[src/rtl/pw_pkg.sv]
package pw_pkg;
  typedef enum logic [1:0] {
    ST_CLEAR = 2'd0,
    ST_IDLE  = 2'd1,
    ST_MERGE = 2'd2
  } pw_state_e;

  localparam logic [1:0] TAG_FULL = 2'd0;
  localparam logic [1:0] TAG_BYTE = 2'd1;
  localparam logic [1:0] TAG_SLOT = 2'd2;

  localparam int WORD_W = 16;
  localparam int SCR_IDX_BITS = 6;
endpackage

[src/rtl/pw_ram.sv]
module pw_ram #(
  parameter int DEPTH = 64,
  parameter int AW    = 6,
  parameter int W     = 16
) (
  input  logic          clk,
  input  logic          a_en,
  input  logic          a_we,
  input  logic [AW-1:0] a_addr,
  input  logic [W-1:0]  a_wdata,
  output logic [W-1:0]  a_q,
  input  logic [AW-1:0] b_addr,
  output logic [W-1:0]  b_q
);
  logic [W-1:0] mem [DEPTH];

  always_ff @(posedge clk) begin
    if (a_en) begin
      if (a_we) mem[a_addr] <= a_wdata;
      else      a_q <= mem[a_addr];
    end
  end

  always_ff @(posedge clk) begin
    b_q <= mem[b_addr];
  end
endmodule

[src/rtl/pw_decode.sv]
module pw_decode #(
  parameter int ADDR_W    = 8,
  parameter int PAL_AW    = 6,
  parameter int SCR_AW    = 6,
  parameter int SCR_DEPTH = 40
) (
  input  logic [ADDR_W-1:0] addr,
  output logic [PAL_AW-1:0] pal_idx,
  output logic [SCR_AW-1:0] scr_idx,
  output logic              scr_ok,
  output logic              hi_lane
);
  logic [5:0] s6;

  assign s6      = addr[6:1];
  assign pal_idx = addr[PAL_AW:1];
  assign scr_idx = s6[SCR_AW-1:0];
  assign scr_ok  = ({26'b0, s6} < 32'(SCR_DEPTH));
  assign hi_lane = addr[0];

  generate
    if (ADDR_W > 7) begin : g_hi
      logic unused_hi;
      assign unused_hi = ^addr[ADDR_W-1:7];
    end
  endgenerate
endmodule

[src/rtl/pw_merge.sv]
module pw_merge (
  input  logic [15:0] old_w,
  input  logic [7:0]  nb,
  input  logic        hi,
  output logic [15:0] new_w
);
  always_comb begin
    if (hi) new_w = {nb, old_w[7:0]};
    else    new_w = {old_w[15:8], nb};
  end
endmodule

[src/rtl/pal_scroll_writer.sv]
module pal_scroll_writer
  import pw_pkg::*;
#(
  parameter int ADDR_W    = 8,
  parameter int PAL_DEPTH = 64,
  parameter int SCR_DEPTH = 40
) (
  input  logic                         clk,
  input  logic                         rst,
  input  logic                         in_valid,
  output logic                         in_ready,
  input  logic                         in_sel,
  input  logic [ADDR_W-1:0]            in_addr,
  input  logic [15:0]                  in_val,
  input  logic [1:0]                   in_tag,
  input  logic [15:0]                  slot_val,
  input  logic [$clog2(PAL_DEPTH)-1:0] pal_rd_idx,
  output logic [15:0]                  pal_rd_data,
  input  logic [$clog2(SCR_DEPTH)-1:0] scr_rd_idx,
  output logic [15:0]                  scr_rd_data
);
  localparam int PAL_AW = $clog2(PAL_DEPTH);
  localparam int SCR_AW = $clog2(SCR_DEPTH);
  localparam int MAX_D  = (PAL_DEPTH > SCR_DEPTH) ? PAL_DEPTH : SCR_DEPTH;
  localparam int CLR_W  = $clog2(MAX_D);
  localparam logic [CLR_W-1:0] CLR_LAST = CLR_W'(MAX_D - 1);

  pw_state_e         state;
  logic [CLR_W-1:0]  clr_cnt;
  logic              clearing;

  logic              m_scr, m_hi, m_drop;
  logic [7:0]        m_byte;
  logic [PAL_AW-1:0] m_pidx;
  logic [SCR_AW-1:0] m_sidx;

  logic [PAL_AW-1:0] d_pidx;
  logic [SCR_AW-1:0] d_sidx;
  logic              d_sok, d_hi;

  logic              accept, is_byte;
  logic [15:0]       full_word, merged, old_word;

  logic              pal_en, pal_we, scr_en, scr_we;
  logic [PAL_AW-1:0] pal_addr;
  logic [SCR_AW-1:0] scr_addr;
  logic [15:0]       pal_wd, scr_wd, pal_aq, scr_aq;

  pw_decode #(
    .ADDR_W(ADDR_W), .PAL_AW(PAL_AW), .SCR_AW(SCR_AW), .SCR_DEPTH(SCR_DEPTH)
  ) u_dec (
    .addr(in_addr), .pal_idx(d_pidx), .scr_idx(d_sidx),
    .scr_ok(d_sok), .hi_lane(d_hi)
  );

  assign clearing  = (state == ST_CLEAR);
  assign in_ready  = (state == ST_IDLE);
  assign accept    = in_ready && in_valid;
  assign is_byte   = (in_tag == TAG_BYTE);
  assign full_word = (in_tag == TAG_SLOT) ? slot_val : in_val;
  assign old_word  = m_scr ? scr_aq : pal_aq;

  pw_merge u_mrg (.old_w(old_word), .nb(m_byte), .hi(m_hi), .new_w(merged));

  always_comb begin
    pal_en = 1'b0; pal_we = 1'b0; pal_addr = '0; pal_wd = '0;
    scr_en = 1'b0; scr_we = 1'b0; scr_addr = '0; scr_wd = '0;
    unique case (state)
      ST_CLEAR: begin
        pal_en   = ({{(32-CLR_W){1'b0}}, clr_cnt} < 32'(PAL_DEPTH));
        pal_we   = pal_en;
        pal_addr = clr_cnt[PAL_AW-1:0];
        scr_en   = ({{(32-CLR_W){1'b0}}, clr_cnt} < 32'(SCR_DEPTH));
        scr_we   = scr_en;
        scr_addr = clr_cnt[SCR_AW-1:0];
      end
      ST_IDLE: begin
        if (accept && !in_sel) begin
          pal_en   = 1'b1;
          pal_we   = !is_byte;
          pal_addr = d_pidx;
          pal_wd   = full_word;
        end
        if (accept && in_sel) begin
          scr_en   = d_sok;
          scr_we   = d_sok && !is_byte;
          scr_addr = d_sidx;
          scr_wd   = full_word;
        end
      end
      ST_MERGE: begin
        if (!m_scr) begin
          pal_en   = 1'b1;
          pal_we   = 1'b1;
          pal_addr = m_pidx;
          pal_wd   = merged;
        end else begin
          scr_en   = !m_drop;
          scr_we   = !m_drop;
          scr_addr = m_sidx;
          scr_wd   = merged;
        end
      end
      default: ;
    endcase
  end

  always_ff @(posedge clk) begin
    if (rst) begin
      state   <= ST_CLEAR;
      clr_cnt <= '0;
      m_scr   <= 1'b0;
      m_hi    <= 1'b0;
      m_drop  <= 1'b0;
      m_byte  <= '0;
      m_pidx  <= '0;
      m_sidx  <= '0;
    end else begin
      unique case (state)
        ST_CLEAR: begin
          clr_cnt <= clr_cnt + 1'b1;
          if (clr_cnt == CLR_LAST) state <= ST_IDLE;
        end
        ST_IDLE: begin
          if (accept && is_byte) begin
            m_scr  <= in_sel;
            m_hi   <= d_hi;
            m_drop <= in_sel && !d_sok;
            m_byte <= in_val[7:0];
            m_pidx <= d_pidx;
            m_sidx <= d_sidx;
            state  <= ST_MERGE;
          end
        end
        ST_MERGE: state <= ST_IDLE;
        default:  state <= ST_IDLE;
      endcase
    end
  end

  pw_ram #(.DEPTH(PAL_DEPTH), .AW(PAL_AW), .W(WORD_W)) u_pal (
    .clk(clk), .a_en(pal_en), .a_we(pal_we), .a_addr(pal_addr),
    .a_wdata(pal_wd), .a_q(pal_aq), .b_addr(pal_rd_idx), .b_q(pal_rd_data)
  );

  pw_ram #(.DEPTH(SCR_DEPTH), .AW(SCR_AW), .W(WORD_W)) u_scr (
    .clk(clk), .a_en(scr_en), .a_we(scr_we), .a_addr(scr_addr),
    .a_wdata(scr_wd), .a_q(scr_aq), .b_addr(scr_rd_idx), .b_q(scr_rd_data)
  );
endmodule

[config.mk]
export PLATFORM = sky130hd
export DESIGN_NAME = pal_scroll_writer
export DESIGN_NICKNAME = d
export VERILOG_FILES = /design/src/rtl/pw_pkg.sv /design/src/rtl/pw_ram.sv /design/src/rtl/pw_decode.sv /design/src/rtl/pw_merge.sv /design/src/rtl/pal_scroll_writer.sv
export SDC_FILE = /design/constraint.sdc
export NUM_CORES = 2
export LEC_CHECK = 0
export BUFFER_PORTS_ARGS = -buffer_cell sky130_fd_sc_hd__clkbuf_2
export CAP_MARGIN = 15
export CELL_PAD_IN_SITES_DETAIL_PLACEMENT = 0
export CELL_PAD_IN_SITES_GLOBAL_PLACEMENT = 1
export CORE_MARGIN = 1.5
export CORE_UTILIZATION = 45
export DETAILED_ROUTE_END_ITERATION = 16
export PLACE_DENSITY_LB_ADDON = 0.1
export SLEW_MARGIN = 20
export SYNTH_ARGS = -nofsm -noshare
export SYNTH_HDL_FRONTEND = slang
export SYNTH_SLANG_ARGS = --single-unit
[constraint.sdc]
create_clock -name clk -period 4.7 [get_ports clk]
set_input_delay 0.705 -clock clk [delete_from_list [all_inputs] [get_ports clk]]
set_output_delay 0.705 -clock clk [all_outputs]
set_load 0.02 [all_outputs]
# After elaboration in Yosys (flattened, before gate mapping)
# Memory sizes are Yosys's and may differ from the RTL's. A register that Yosys moved wholly into a read port is not among the register bits.
# Index checks and enable logic that the tools add are counted.
dict set report totals {
  reg_bits 25
  ram_bits 1664
  in_bits 58
  output_inout_bits 33
  elab_cells 70
  memories 2
}
# memory depth width read_ports rd_ports_with_merged_regs write_ports line
set mem_list {}
lappend mem_list {u_pal.mem 64 16 2 2 1 pw_ram.sv:15} ;# logic [W-1:0] mem [DEPTH];
lappend mem_list {u_scr.mem 40 16 2 2 1 pw_ram.sv:15}
dict set report classes {
  n_addsub 1
  order_cmp 2
  eq_ne 7
  mux 34
  bitwise 2
  reduce_logical 15
}
# operator count
set ops {}
lappend ops {{$mux W16} 7}
lappend ops {{$pmux W16 S2} 2}
lappend ops {{$pmux W6 S3} 2}
lappend ops {{$mux W6} 4}
lappend ops {{$lt A6 B6 Y1 const B} 2}
lappend ops {{$mux W1} 12}
lappend ops {{$pmux W1 S3} 4}
lappend ops {{$reduce_and A2 Y1} 4}
lappend ops {{$add A6 B1 Y6 const B} 1}
lappend ops {{$eq A6 B6 Y1 const B} 1}
lappend ops {{$logic_and A1 B1 Y1} 6}
lappend ops {{$eq A2 B1 Y1 const B} 2}
lappend ops {{$eq A2 B2 Y1 const B} 2}
lappend ops {{$logic_not A1 Y1} 4}
lappend ops {{$mux W2} 2}
lappend ops {{$ne A2 B1 Y1 const B} 2}
lappend ops {{$pmux W2 S2} 1}
lappend ops {{$logic_not A2 Y1} 1}
lappend ops {{$not A1 Y1} 2}

# Logic depth before layout (Yosys ltp)
dict set report logic_depth {
  ltp_word 8
  depth_mapped 16
  depth_no_buf 10
}

# By module
# A second synthesis with hierarchy kept.
dict set report hier_totals {
  hier_cells 4697
  area_unflattened_um2 81464.4
}
# mod instances cells_per_inst area_per_inst_um2 seq_area_each_um2
set by_module_without_submodules {}
lappend by_module_without_submodules {{pw_ram at u_pal} 1 2679 48093.6 31550.3}
lappend by_module_without_submodules {{pw_ram at u_scr} 1 1649 30635.6 20019.2}
lappend by_module_without_submodules {pal_scroll_writer 1 337 2383.5 620.6}
lappend by_module_without_submodules {pw_merge 1 18 249.0 0.0}
lappend by_module_without_submodules {pw_decode 1 14 102.6 0.0}

# Least setup slack after synthesis
# No wires, ideal clock.
dict set report synth_timing {
  path_type {input to register}
  start {in in_sel}
  end {mem u_pal.mem[17][0] (enable)}
  setup_ps 388
  arrival_time_ps 3460
  t_required_ps 4312
  slack_ps 852
  stages 10
  n_path_buf 5
  cell_sequence {buf_2 nand4b_1 and3_1 nor3b_2 buf_2 buf_2 buf_2 buf_1 nand2_1 nor2_1}
}
dict set report synth_between {
  elab_chain_cells 7
  elab_cells_between_ends 11
  cone_classes {9 x mux; 2 x reduce/logical}
}
# element line
set synth_rtl {}
lappend synth_rtl {{from (decl)} pal_scroll_writer.sv:12} ;# input logic in_sel,
lappend synth_rtl {{$logic_not A1 Y1 (*)} pal_scroll_writer.sv:78} ;# if (accept && !in_sel) begin
lappend synth_rtl {{$logic_and A1 B1 Y1 (*)} pal_scroll_writer.sv:78}
lappend synth_rtl {{$mux W1} pal_scroll_writer.sv:78}
lappend synth_rtl {{$pmux W1 S3} pal_scroll_writer.sv:68} ;# unique case (state)
lappend synth_rtl {{$mux W1} pw_ram.sv:19} ;# if (a_we) mem[a_addr] <= a_wdata;
lappend synth_rtl {{$mux W1} pw_ram.sv:18} ;# if (a_en) begin
lappend synth_rtl {{$mux W1 (implied by the code)} pw_ram.sv:19}
lappend synth_rtl {{to (decl)} pw_ram.sv:15}
# Mark *: on every way between the ends. The rest lies on a longest branch, timed or not.

# Worst setup path after layout
dict set report layout_timing {
  start {reg state[1]}
  end {reg u_pal.a_q[7], read port of u_pal.mem (data pin)}
}
dict set report layout_between {
  elab_chain_cells 7
  elab_cells_between_ends 13
  cone_classes {2 x eq/ne; 6 x mux; 1 x bitwise; 4 x reduce/logical}
}
# element line
set layout_rtl {}
lappend layout_rtl {{from (decl)} pal_scroll_writer.sv:28} ;# pw_state_e state;
lappend layout_rtl {{from (signal assigned)} pal_scroll_writer.sv:110} ;# state <= ST_CLEAR;
lappend layout_rtl {{from (signal assigned)} pal_scroll_writer.sv:122} ;# if (clr_cnt == CLR_LAST) state <= ST_IDLE;
lappend layout_rtl {{from (signal assigned)} pal_scroll_writer.sv:132} ;# state <= ST_MERGE;
lappend layout_rtl {{$eq A2 B1 Y1} {pal_scroll_writer.sv:57, pal_scroll_writer.sv:68}}
lappend layout_rtl {{$logic_and A1 B1 Y1} pal_scroll_writer.sv:58} ;# assign accept = in_ready && in_valid;
lappend layout_rtl {{$logic_and A1 B1 Y1} pal_scroll_writer.sv:78}
lappend layout_rtl {{$mux W1} pal_scroll_writer.sv:78}
lappend layout_rtl {{$pmux W1 S3} pal_scroll_writer.sv:68}
lappend layout_rtl {{$not A1 Y1 (no source line)} n/a}
lappend layout_rtl {{$reduce_and A2 Y1 (no source line)} n/a}
lappend layout_rtl {{to (decl)} pw_ram.sv:11} ;# output logic [W-1:0] a_q,
# Parallel ways exist; a longest one is shown, timed or not.
# A chain may end at the register's enable or synchronous reset.

==> metrics <==
Worst slew margin 23.4%; sequential-to-total area share from yosys stat 65.3%; WP buf/inv 5; Vias/cell 6.87; endpoint class of the critical path register; fillers 14400; Nets 5554; max-cap check violation count 0; Die Span X 424 um; Pleak 30.8 nW; syn avg cell area 15.6 um2; hold buffers post-CTS 0; Worst Path Required 5.28 ns; maximum fanout along the worst path 41; Routed WL 306000 um; Routed met1 length 125000 um; Hold Crit Depth 3; CTS root buf clkbuf_16; wire per inst 38.2 um; row count 154; drt first-iter violations 9222; #FFs+latches synth 1753; WHS Endpoint m_hi; cells on worst reg2reg path 14; CP arrival 5.22 ns; largest net degree at the start of global routing 69; slowest CP cell a2111oi_2; Worst-path clk slew 0.06 ns; vias after detailed routing 54900; synth cell count leaders edfxtp_1, nand2_1, mux4_2; Critical R2R Launch state[1]; Routed Antenna Nets 0; Final setup violation count 0; met3 wire length 42300 um; RSZ-0062 raised after global routing no; fraction of layout cells with a size suffix above 1 27.5%; Final Util 52.7%; reg-to-reg endpoint u_pal.a_q[7]; worst skew pair latency 0.86 ns; GRT Util Overall 33.7%; VDD IR max 0.000321 V; EDFF count, synth 1696; outcome finished clean; total grt overflow 0; power per cell area 413 nW/um2; most used cell, CP buf_4; hold violation count in the final report 0; initial antenna violation count 27; CP startpoint kind register; CTS max path bufs 3; met2 routed WL 128000 um; Area Overhead vs Synth 16.4%; Gate Count Post-Synth 5116; total area of sequential cells 52100 um2; CP peak stage delay 0.59 ns; setup TNS 0 ns; highest metal used met5; post-synthesis cell area 79800 um2; crit-path cells inv_1 > ha_1 > nand2_2 > and3_4 > buf_12 > buf_4 > mux2i_1 > o2bb2ai_1 > a2111oi_2 > buf_4 > o22ai_1 > nor3_2 > buf_4 > o211ai_1; first-pass GRT wire length 419000 um; min-delay worst type in -> reg; Final Cycle Share 98.8%; predominant post-synthesis flop cell edfxtp_1; most instantiated library cell after synthesis edfxtp_1; max-slew violation count 0; YS warnings 0; Hold Crit Start in_addr[0]; Multi-input gate area 26600 um2; clk sinks 1753; worst setup path class reg -> reg; ys async rst share 0%; FMAX 215 MHz; Final Skew 0.0283 ns; r2r setup slk 0.05 ns; Num CTS Buffers 186; core area 176000 um2; top-area cell type share of the netlist area 63.8%; die area 180000 um2; Distinct cells, synth 69; Remaining DRCs 0; global placement routability congestion 0.928; overall die height 424 um; vias in the first global route 51800; Worst-Margin Slew 1.15 ns; leading area contributor after synthesis edfxtp_1; Detailed Place HPWL 202000 um; Synth area leaders edfxtp_1, mux4_2, nand2_1; min cycle time layout 4.65 ns; Worst path top cell family by delay simple AND/OR/NAND/NOR gates; io pins 91; CTS tree yes; htree depth 4; Synth Net Count 5179; DR pass1 iterations 8; PortBufs 89; Initial Util 45.3%
[placed cells by master (no fill, tap or decap), drive strengths merged, types with 12 or more instances in the layout]
master / instances
a21oi: 486
a22o: 22
bufinv: 14
mux2i: 166
clkinv: 69
mux4: 534
and2: 41
nor2b: 19
inv: 18
o211ai: 20
nand2: 727
or4: 12
a222oi: 26
nor2: 163
a211oi: 48
nor4: 12
a221oi: 128
nand3: 19
o21ai: 70
a31oi: 54
a221o: 71
dfxtp: 57
edfxtp: 1696
o22ai: 76
clkbuf: 324
nor3: 32
buf: 506
diode: 14
a22oi: 83
[where the power goes]
group	internal, mW	total (mW)	switching (mW)
sequential	17.3	17.4	0.126
clock	8.32	14.5	6.21
combinational	2.03	6.44	4.41
[metrics by stage]
stage          std cells  hold WS [ns]  setup slack [ns]  instance area [um2]  total power, mW
2_1_floorplan       5116         0.446             0.852                79800             20.8
6_report            7995        0.0908            0.0543                92900             38.3
5_1_grt             7983        0.0804           0.00498                92900             39.3
3_3_place_gp        7640         0.456            -0.798                86900             23.9
3_5_place_dp        7640         0.465            -0.519                86900             23.9
4_1_cts             7981        0.0403             0.187                92800             38.3
[worst max path at each step]
stage,startpoint,to,slack (ns),cells after the start
after detailed placement,in_valid,u_pal.a_q[7],-0.52,13
after CTS,state[0],u_pal.a_q[7],0.19,14
after floorplan,in_sel,u_pal.mem[17][0],0.85,10
after global routing,state[1],u_pal.a_q[7],0.005,14
final,state[1],u_pal.a_q[7],0.05,14
after global placement,in_valid,u_pal.a_q[7],-0.80,13
[registers in the layout (all words and copies together) (netlist names)]
signal	cells
m_drop	1
u_pal.mem	1024
u_scr.a_q	16
state	2
m_sidx	6
u_pal.b_q	16
u_scr.mem	640
u_pal.a_q	16
m_scr	1
clr_cnt	6
m_hi	1
u_scr.b_q	16
m_byte	8
[what timing repair did]
item	4_1_cts	5_1_grt
pin swaps	3	0
resized for setup	4	1
endpoints found under the setup margin	1	1
hold endpoints to repair	0	0
setup buffers	2	0
gates cloned	1	0
[worst min-delay path, cell delays in order]
cell and delay [ns]:
clkbuf_2 0.08, nand2_1 0.04, a21oi_1 0.05
[cell families (layout without fill, tap and decap cells)]
| family | after synthesis | count (layout) | synth area share [%] |
|---|---|---|---|
| compound gates | 1166 | 1166 | 9.69 |
| xor+xnor | 4 | 4 | 0.0439 |
| fa+ha+maj | 5 | 5 | 0.0784 |
| buf+inv | 414 | 938 | 2.09 |
| flops | 1753 | 1753 | 65.3 |
| mux | 708 | 708 | 17.3 |
| other cells | 0 | 14 | 0 |
| simple gates | 1066 | 1067 | 5.56 |
[final cells by class]
| type | instances | share of cell area, % |
|---|---|---|
| diodes | 14 | 0.0377 |
| well taps | 2340 | 3.15 |
| clock inverters | 96 | 0.916 |
| flip-flops and latches | 1753 | 56.1 |
| inverters | 12 | 0.0485 |
| clock buffers | 242 | 5.45 |
| repair buffers | 588 | 5.71 |
| multi-input cells | 2950 | 28.6 |
[routing by layer]
metal	GRT usage (%)	vias to the layer above
li1	-	21700
met1	50.4	28900
met2	46.6	3819
met3	10.5	489
met4	11.1	24
met5	0.780	-
No activity file was read; power rests on OpenSTA's default activity.
